--- src/rtl/stp_prof_pkg.sv ---
package stp_prof_pkg;

  typedef enum logic [0:0] {
    PH_IDLE = 1'b0,
    PH_RUN  = 1'b1
  } phase_e;

  // steps consumed by ramping a level v down to rest, inclusive of v
  function automatic int unsigned ramp_sum(input int unsigned v);
    return (v * (v + 1)) / 2;
  endfunction

endpackage

--- src/rtl/stp_cmd_latch.sv ---
module stp_cmd_latch #(
  parameter int CNT_W   = 16,
  parameter int PK_W    = 3,
  parameter int MAX_LVL = 4,
  parameter int LVL_W   = $clog2(MAX_LVL + 1)
) (
  input  logic             clk,
  input  logic             rst_n,
  input  logic             load,
  input  logic [CNT_W-1:0] cmd_steps,
  input  logic [PK_W-1:0]  cmd_peak,
  output logic [CNT_W-1:0] mag,
  output logic             dir_q,
  output logic [LVL_W-1:0] peak_q
);

  localparam int PKX_W = (PK_W > LVL_W) ? PK_W : LVL_W;

  logic             neg;
  logic [PKX_W-1:0] pk_ext;
  logic [LVL_W-1:0] peak_eff;

  assign neg = cmd_steps[CNT_W-1];
  assign mag = neg ? (~cmd_steps + {{(CNT_W-1){1'b0}}, 1'b1}) : cmd_steps;

  assign pk_ext = PKX_W'(cmd_peak);

  always_comb begin
    if (pk_ext == '0)
      peak_eff = LVL_W'(1);
    else if (pk_ext > PKX_W'(MAX_LVL))
      peak_eff = LVL_W'(MAX_LVL);
    else
      peak_eff = LVL_W'(pk_ext);
  end

  always_ff @(posedge clk) begin
    if (!rst_n) begin
      dir_q  <= 1'b0;
      peak_q <= LVL_W'(1);
    end else if (load) begin
      dir_q  <= neg;
      peak_q <= peak_eff;
    end
  end

  // latched top speed always inside 1..MAX_LVL
  a_r2_peak_range: assert property (@(posedge clk) disable iff (!rst_n)
    load |=> (peak_q != '0) && (peak_q <= LVL_W'(MAX_LVL)));

endmodule

--- src/rtl/stp_level_sel.sv ---
module stp_level_sel
  import stp_prof_pkg::*;
#(
  parameter int CNT_W   = 16,
  parameter int MAX_LVL = 4,
  parameter int LVL_W   = $clog2(MAX_LVL + 1)
) (
  input  logic             clk,
  input  logic             rst_n,
  input  logic [LVL_W-1:0] lvl,
  input  logic [LVL_W-1:0] peak,
  input  logic [CNT_W-1:0] remaining,
  output logic [LVL_W-1:0] nxt_lvl
);

  localparam int NCAND = 3;

  logic [LVL_W-1:0] cand [NCAND];
  logic [NCAND-1:0] ok;

  assign cand[0] = (lvl < peak) ? lvl + LVL_W'(1) : lvl;
  assign cand[1] = lvl;
  assign cand[2] = (lvl > LVL_W'(1)) ? lvl - LVL_W'(1) : LVL_W'(1);

  for (genvar i = 0; i < NCAND; i++) begin : g_fit
    assign ok[i] = (cand[i] != '0) &&
                   (ramp_sum(32'(cand[i])) <= 32'(remaining));
  end

  always_comb begin
    nxt_lvl = '0;
    for (int i = NCAND - 1; i >= 0; i--) begin
      if (ok[i]) nxt_lvl = cand[i];
    end
  end

  // a nonzero distance always yields a usable level
  a_r5_level_found: assert property (@(posedge clk) disable iff (!rst_n)
    (remaining != '0) |-> (nxt_lvl != '0));

endmodule

--- src/rtl/stp_budget.sv ---
module stp_budget #(
  parameter int CNT_W   = 16,
  parameter int MAX_LVL = 4,
  parameter int LVL_W   = $clog2(MAX_LVL + 1)
) (
  input  logic             clk,
  input  logic             rst_n,
  input  logic             load,
  input  logic [CNT_W-1:0] load_mag,
  input  logic             tick,
  input  logic [LVL_W-1:0] nxt_lvl,
  output logic [CNT_W-1:0] remaining,
  output logic [LVL_W-1:0] lvl,
  output logic             busy,
  output logic             step_stb,
  output logic [LVL_W-1:0] step_cnt,
  output logic             done
);

  logic adv;
  logic last;

  assign adv  = busy && tick;
  assign last = (remaining == CNT_W'(nxt_lvl));

  always_ff @(posedge clk) begin
    if (!rst_n) begin
      remaining <= '0;
      lvl       <= '0;
      busy      <= 1'b0;
      step_stb  <= 1'b0;
      step_cnt  <= '0;
      done      <= 1'b0;
    end else begin
      step_stb <= 1'b0;
      step_cnt <= '0;
      done     <= 1'b0;
      if (load) begin
        remaining <= load_mag;
        lvl       <= '0;
        busy      <= (load_mag != '0);
        done      <= (load_mag == '0);
      end else if (adv) begin
        remaining <= remaining - CNT_W'(nxt_lvl);
        lvl       <= nxt_lvl;
        step_stb  <= 1'b1;
        step_cnt  <= nxt_lvl;
        if (last) begin
          busy <= 1'b0;
          done <= 1'b1;
        end
      end
    end
  end

  // never spend more than what is left
  a_r4_no_overshoot: assert property (@(posedge clk) disable iff (!rst_n)
    adv |-> (CNT_W'(nxt_lvl) <= remaining));

  // level moves by at most one per tick
  a_r3_ramp_rate: assert property (@(posedge clk) disable iff (!rst_n)
    adv |-> ((nxt_lvl <= lvl + LVL_W'(1)) && (nxt_lvl + LVL_W'(1) >= lvl)));

  // budget is zero outside the strobe
  a_r6_quiet_cnt: assert property (@(posedge clk) disable iff (!rst_n)
    !step_stb |-> (step_cnt == '0));

endmodule

--- src/rtl/stepper_trap_profile.sv ---
module stepper_trap_profile
  import stp_prof_pkg::*;
#(
  parameter int CNT_W   = 16,
  parameter int PK_W    = 3,
  parameter int MAX_LVL = 4,
  parameter int LVL_W   = $clog2(MAX_LVL + 1)
) (
  input  logic             clk,
  input  logic             rst_n,
  input  logic             cmd_valid,
  output logic             cmd_ready,
  input  logic [CNT_W-1:0] cmd_steps,
  input  logic [PK_W-1:0]  cmd_peak,
  input  logic             tick,
  output logic             step_stb,
  output logic [LVL_W-1:0] step_cnt,
  output logic             step_dir,
  output logic             busy,
  output logic             done
);

  phase_e           phase;
  logic             load;
  logic [CNT_W-1:0] mag;
  logic [LVL_W-1:0] peak_q;
  logic [CNT_W-1:0] remaining;
  logic [LVL_W-1:0] lvl;
  logic [LVL_W-1:0] nxt_lvl;

  assign phase     = busy ? PH_RUN : PH_IDLE;
  assign cmd_ready = (phase == PH_IDLE);
  assign load      = cmd_valid && cmd_ready;

  stp_cmd_latch #(
    .CNT_W(CNT_W), .PK_W(PK_W), .MAX_LVL(MAX_LVL), .LVL_W(LVL_W)
  ) u_latch (
    .clk(clk), .rst_n(rst_n), .load(load),
    .cmd_steps(cmd_steps), .cmd_peak(cmd_peak),
    .mag(mag), .dir_q(step_dir), .peak_q(peak_q)
  );

  stp_level_sel #(
    .CNT_W(CNT_W), .MAX_LVL(MAX_LVL), .LVL_W(LVL_W)
  ) u_sel (
    .clk(clk), .rst_n(rst_n), .lvl(lvl), .peak(peak_q),
    .remaining(remaining), .nxt_lvl(nxt_lvl)
  );

  stp_budget #(
    .CNT_W(CNT_W), .MAX_LVL(MAX_LVL), .LVL_W(LVL_W)
  ) u_budget (
    .clk(clk), .rst_n(rst_n), .load(load), .load_mag(mag), .tick(tick),
    .nxt_lvl(nxt_lvl), .remaining(remaining), .lvl(lvl), .busy(busy),
    .step_stb(step_stb), .step_cnt(step_cnt), .done(done)
  );

  // a transfer always starts a move or finishes a zero-length one
  a_r1_accept: assert property (@(posedge clk) disable iff (!rst_n)
    (cmd_valid && cmd_ready) |=> (busy || done));

  // completion is never reported while still running
  a_r7_done_idle: assert property (@(posedge clk) disable iff (!rst_n)
    done |-> !busy);

  // direction frozen while a move runs
  a_r9_dir_hold: assert property (@(posedge clk) disable iff (!rst_n)
    (busy && $past(busy)) |-> $stable(step_dir));

  // no budget above the latched top speed
  a_r2_cap: assert property (@(posedge clk) disable iff (!rst_n)
    step_stb |-> ((step_cnt != '0) && (step_cnt <= peak_q)));

endmodule

--- config.mk ---
export PLATFORM = sky130hd
export DESIGN_NAME = stepper_trap_profile
export DESIGN_NICKNAME = d
export VERILOG_FILES = /design/src/rtl/stp_prof_pkg.sv /design/src/rtl/stp_cmd_latch.sv /design/src/rtl/stp_level_sel.sv /design/src/rtl/stp_budget.sv /design/src/rtl/stepper_trap_profile.sv
export SDC_FILE = /design/constraint.sdc
export NUM_CORES = 1
export LEC_CHECK = 0
export BUFFER_PORTS_ARGS = -buffer_cell sky130_fd_sc_hd__buf_2
export CORE_MARGIN = 3
export CORE_UTILIZATION = 50
export DETAILED_ROUTE_END_ITERATION = 10
export PLACE_DENSITY = 0.73
export SLEW_MARGIN = 20
export SYNTH_ARGS = -nofsm -noshare
export SYNTH_HDL_FRONTEND = slang
export SYNTH_SLANG_ARGS = --single-unit
--- constraint.sdc ---
create_clock -name clk -period 10.45 [get_ports clk]
set_input_delay 2.09 -clock clk [delete_from_list [all_inputs] [get_ports clk]]
set_output_delay 2.09 -clock clk [all_outputs]
set_load 0.01 [all_outputs]
==> run_summary.xml <==
<?xml version="1.0" encoding="UTF-8"?>
<metrics>
  <group name="routing">
    <metric name="drt_first_pass_iters" unit="">4</metric>
    <metric name="detail_route.wl_per_cell" unit="um">15.34</metric>
    <metric name="post_drt_via_cell_ratio" unit="">5.827</metric>
    <metric name="totalWireLength" unit="um">8593</metric>
    <metric name="antenna_left" unit="">0</metric>
    <metric name="dr_total_vias" unit="">3263</metric>
    <metric name="first_iter_violations" unit="">221</metric>
    <metric name="drc" unit="">0</metric>
  </group>
  <group name="clocking">
    <metric name="clock-root-buffer" unit="">sky130_fd_sc_hd__clkbuf_8</metric>
    <metric name="cts.sink_count" unit="">29</metric>
    <metric name="postCtsSetupBuffers" unit="">0</metric>
    <metric name="cts_hold_buffers" unit="">0</metric>
    <metric name="cts.path.max_buffers" unit="">2</metric>
    <metric name="tritoncts.num_buffers" unit="">5</metric>
    <metric name="cts_tree" unit="">built</metric>
    <metric name="worstSkewPairLatency" unit="ns">0.28</metric>
    <metric name="post_cts_resize_count" unit="">0</metric>
    <metric name="h-tree-depth" unit="">2</metric>
    <metric name="worst_setup_hold_path_clk_slew" unit="ns">0.07</metric>
  </group>
  <group name="power_and_ir_drop">
    <metric name="power.density_cell_area" unit="nW/um2">115.2</metric>
    <metric name="power_frac_seq" unit="%">30.0</metric>
    <metric name="power.switching_fraction" unit="%">42.22</metric>
    <metric name="power.ir.vdd_worst" unit="V">0.00009036</metric>
    <metric name="p_int" unit="uW">255.5</metric>
    <metric name="p_leak" unit="uW">0.001934</metric>
    <metric name="combPwrFrac" unit="%">49.1</metric>
    <metric name="clock_power_share" unit="%">20.9</metric>
    <metric name="total_switching_power" unit="uW">186.7</metric>
  </group>
  <group name="place">
    <metric name="placement.cell_area" unit="um2">3751</metric>
    <metric name="detailedPlacementHpwl" unit="um">6787</metric>
    <metric name="placement.setup.worst_slack" unit="ns">2.642</metric>
    <metric name="place_congestion" unit="">0.9401</metric>
    <metric name="io_buffer_count" unit="">30</metric>
  </group>
  <group name="floorplanning">
    <metric name="die-area" unit="um2">8120</metric>
    <metric name="initial_core_util" unit="%">51.78</metric>
    <metric name="dieWidth" unit="um">90.11</metric>
    <metric name="io_pins" unit="">31</metric>
    <metric name="die_y" unit="um">90.11</metric>
    <metric name="coreArea" unit="um2">6832</metric>
    <metric name="placementRows" unit="">30</metric>
  </group>
  <group name="finish">
    <metric name="drive_gt1_share" unit="%">10.99</metric>
    <metric name="finish.instance_area" unit="um2">3837</metric>
    <metric name="utilization" unit="%">56.17</metric>
    <metric name="n_antenna_cell" unit="">0</metric>
    <metric name="syn2layout_area_growth" unit="%">8.490</metric>
    <metric name="fin_nets" unit="">548</metric>
  </group>
  <group name="grt">
    <metric name="number_of_global_route_vias_before_repair" unit="">3217</metric>
    <metric name="globalRouteTotalUtil" unit="%">21.48</metric>
    <metric name="grt_first_pass_wirelength" unit="um">14630</metric>
    <metric name="number_of_antenna_violations_at_the_first_check_in_global_routing" unit="">0</metric>
    <metric name="grt_max_degree" unit="">26</metric>
    <metric name="grt_overflow_total" unit="">0</metric>
  </group>
  <group name="setup_path">
    <metric name="critPathArrivalTime" unit="ns">8.14</metric>
    <metric name="timing.critical_path.slowest_cell_delay" unit="ns">0.67</metric>
    <metric name="timing.critical_path.required" unit="ns">10.63</metric>
    <metric name="timing.critical_path.from_type" unit="">flip-flop</metric>
    <metric name="reg2reg_depth" unit="">28</metric>
    <metric name="critPathSlowestCell" unit="">sky130_fd_sc_hd__o31ai_1</metric>
    <metric name="critical_path.most_common_cell" unit="">sky130_fd_sc_hd__ha_1</metric>
    <metric name="critical_path_class" unit="">reg -&gt; reg</metric>
    <metric name="timing.critical_path.fanout_max" unit="">11</metric>
    <metric name="worst_setup_ep_type" unit="">flip-flop</metric>
  </group>
  <group name="sta">
    <metric name="post_route_minimum_period" unit="ns">7.961</metric>
    <metric name="worstMarginPinSlew" unit="ns">0.7330</metric>
    <metric name="fmaxAchievable" unit="GHz">0.1256</metric>
    <metric name="hold_violations" unit="">0</metric>
    <metric name="finalSetupViolCount" unit="">0</metric>
    <metric name="hold_ws" unit="ns">0.4671</metric>
    <metric name="final.setup_skew" unit="ns">0.003689</metric>
    <metric name="final_max_slew_viol_count" unit="">0</metric>
    <metric name="grt_setup_unrepaired" unit="">false</metric>
    <metric name="max-slew-margin-rel" unit="%">50.71</metric>
    <metric name="final_min_period_over_clock_period" unit="%">76.18</metric>
    <metric name="setup_slack" unit="ns">2.489</metric>
    <metric name="fin_tns_setup" unit="ns">0</metric>
  </group>
  <group name="synth">
    <metric name="avgSynthCellArea" unit="um2">8.039</metric>
    <metric name="most_frequently_used_flop_master_after_synthesis" unit="">sky130_fd_sc_hd__dfxtp_1</metric>
    <metric name="postSynthNetCount" unit="">525</metric>
    <metric name="synthesis.area" unit="um2">3537</metric>
    <metric name="synth_top_cell_by_area" unit="">sky130_fd_sc_hd__ha_1</metric>
    <metric name="seq_area_frac_synth" unit="%">16.41</metric>
    <metric name="ys_ff_latch" unit="">29</metric>
    <metric name="synth.top_cells.by_area" unit="">sky130_fd_sc_hd__ha_1 (18%), sky130_fd_sc_hd__dfxtp_1 (16%), sky130_fd_sc_hd__fa_1 (5.7%), sky130_fd_sc_hd__inv_1 (4.9%), sky130_fd_sc_hd__xor2_1 (4.0%)</metric>
    <metric name="netlist_instances" unit="">440</metric>
    <metric name="post_synth_most_frequent_cells" unit="">sky130_fd_sc_hd__ha_1 (52), sky130_fd_sc_hd__inv_1 (46), sky130_fd_sc_hd__nand2_1 (37)</metric>
    <metric name="synth.yosys.warnings" unit="">0</metric>
    <metric name="synth.lib_cells_used.distinct" unit="">60</metric>
    <metric name="synth-edff-count" unit="">0</metric>
    <metric name="yosysMostFrequentCell" unit="">sky130_fd_sc_hd__ha_1</metric>
    <metric name="synth_top_area_share" unit="%">18.39</metric>
    <metric name="synth-async-reset-ratio" unit="%">0</metric>
  </group>
  <group name="worst_hold_path">
    <metric name="hold_path_class" unit="">reg -&gt; reg</metric>
    <metric name="number_of_cells_on_the_worst_hold_path" unit="">2</metric>
  </group>
  <group name="outcome">
    <metric name="run_status" unit="">complete, no violations</metric>
  </group>
  <group name="run">
    <metric name="maxCapViolations" unit="">0</metric>
  </group>
</metrics>
-- worst paths after layout --
| kind | from | endpoint | slack [ns] |
|---|---|---|---|
| worst min-delay path | u_latch.peak_q[1] | u_latch.peak_q[1] | 0.47 |
| worst max-delay path | u_budget.lvl[2] | u_budget.remaining[9] | 2.49 |
| worst max register to register | u_budget.lvl[2] | u_budget.remaining[9] | 2.49 |
| worst min register to register | u_latch.peak_q[1] | u_latch.peak_q[1] | 0.47 |
-- area by class of cell --
class	instances	area, um2
inverter	46	172.7
multi-input combinational	350	2720
clock inverter	3	17.52
fill	645	2994
tap	96	120.1
sequential	29	580.6
clock buffer	5	68.82
timing repair buffer	31	157.7
-- flip-flops by register name, indices dropped and copies added, names as in the netlist --
signal,cells
u_budget.busy,1
u_budget.done,1
u_budget.lvl,3
u_budget.remaining,16
u_budget.step_cnt,3
u_budget.step_stb,1
u_latch.dir_q,1
u_latch.peak_q,3
-- critical path, delay by kind of cell, from the launching register on --
family / cells / cell delay, ns
xor+xnor: 1 / 0.13
simple gates: 5 / 1.17
mux: 1 / 0.48
flops: 1 / 0.56
compound gates: 10 / 2.78
buf+inv: 3 / 0.24
fa+ha+maj: 8 / 2.50
-- per-layer routing --
layer	track usage (%)	up-vias	share of wire, %
met5	0	-	0
met4	6.633	0	1.9
met3	1.925	14	4.7
met2	36.90	82	48
met1	28.52	1537	45
li1	-	1630	-
-- power groups by stage --
| stage | Clock (uW) | Combinational, uW | Sequential [uW] |
|---|---|---|---|
| 2_1_floorplan | 0 | 163 | 131 |
| 6_report | 92.6 | 217 | 133 |
| 5_1_grt | 100 | 246 | 134 |
| 4_1_cts | 93.8 | 216 | 132 |
| 3_3_place_gp | 0 | 207 | 134 |
| 3_5_place_dp | 0 | 213 | 135 |
-- placed cells by master, fill, tap and decap left out, types with 4 or more instances in the layout --
cell and n:
sky130_fd_sc_hd__ha_1 52, sky130_fd_sc_hd__inv_1 46, sky130_fd_sc_hd__nand2_1 37, sky130_fd_sc_hd__buf_2 30, sky130_fd_sc_hd__dfxtp_1 29, sky130_fd_sc_hd__nor2_1 23, sky130_fd_sc_hd__a21oi_1 16, sky130_fd_sc_hd__xor2_1 16
sky130_fd_sc_hd__nor3_1 15, sky130_fd_sc_hd__xnor2_1 15, sky130_fd_sc_hd__nand3_1 11, sky130_fd_sc_hd__a21o_1 10, sky130_fd_sc_hd__o21ai_0 10, sky130_fd_sc_hd__fa_1 10, sky130_fd_sc_hd__or3_1 9, sky130_fd_sc_hd__a211oi_1 8
sky130_fd_sc_hd__nor4_1 8, sky130_fd_sc_hd__o211a_1 8, sky130_fd_sc_hd__nand2b_1 8, sky130_fd_sc_hd__and2_1 8, sky130_fd_sc_hd__and3_1 7, sky130_fd_sc_hd__o211ai_1 6, sky130_fd_sc_hd__nor2b_1 6, sky130_fd_sc_hd__o31ai_1 6
sky130_fd_sc_hd__nand4_1 5, sky130_fd_sc_hd__clkbuf_8 5, sky130_fd_sc_hd__mux2i_1 4, sky130_fd_sc_hd__o22ai_1 4, sky130_fd_sc_hd__o21a_1 4, sky130_fd_sc_hd__or2_2 4
-- per-stage QoR --
stage	total power [uW]	std cells
2_1_floorplan	293.8	440
3_3_place_gp	341.5	552
3_5_place_dp	348.0	552
4_1_cts	441.7	560
5_1_grt	480.0	560
6_report	442.2	560
-- cells by family (layout without fill, tap and decap cells) --
| family | after synthesis | count (layout) | synth area share (%) |
|---|---|---|---|
| DFF | 29 | 29 | 16.41 |
| xor gates and xnor gates | 31 | 31 | 7.676 |
| muxes | 4 | 4 | 1.132 |
| buffers and inverters | 61 | 85 | 6.686 |
| AOI/OAI and AO/OA | 98 | 98 | 20.87 |
| and+or+nand+nor | 155 | 155 | 23.17 |
| adders and majority gates | 62 | 62 | 24.05 |
Power figures use the tool's default switching activity.
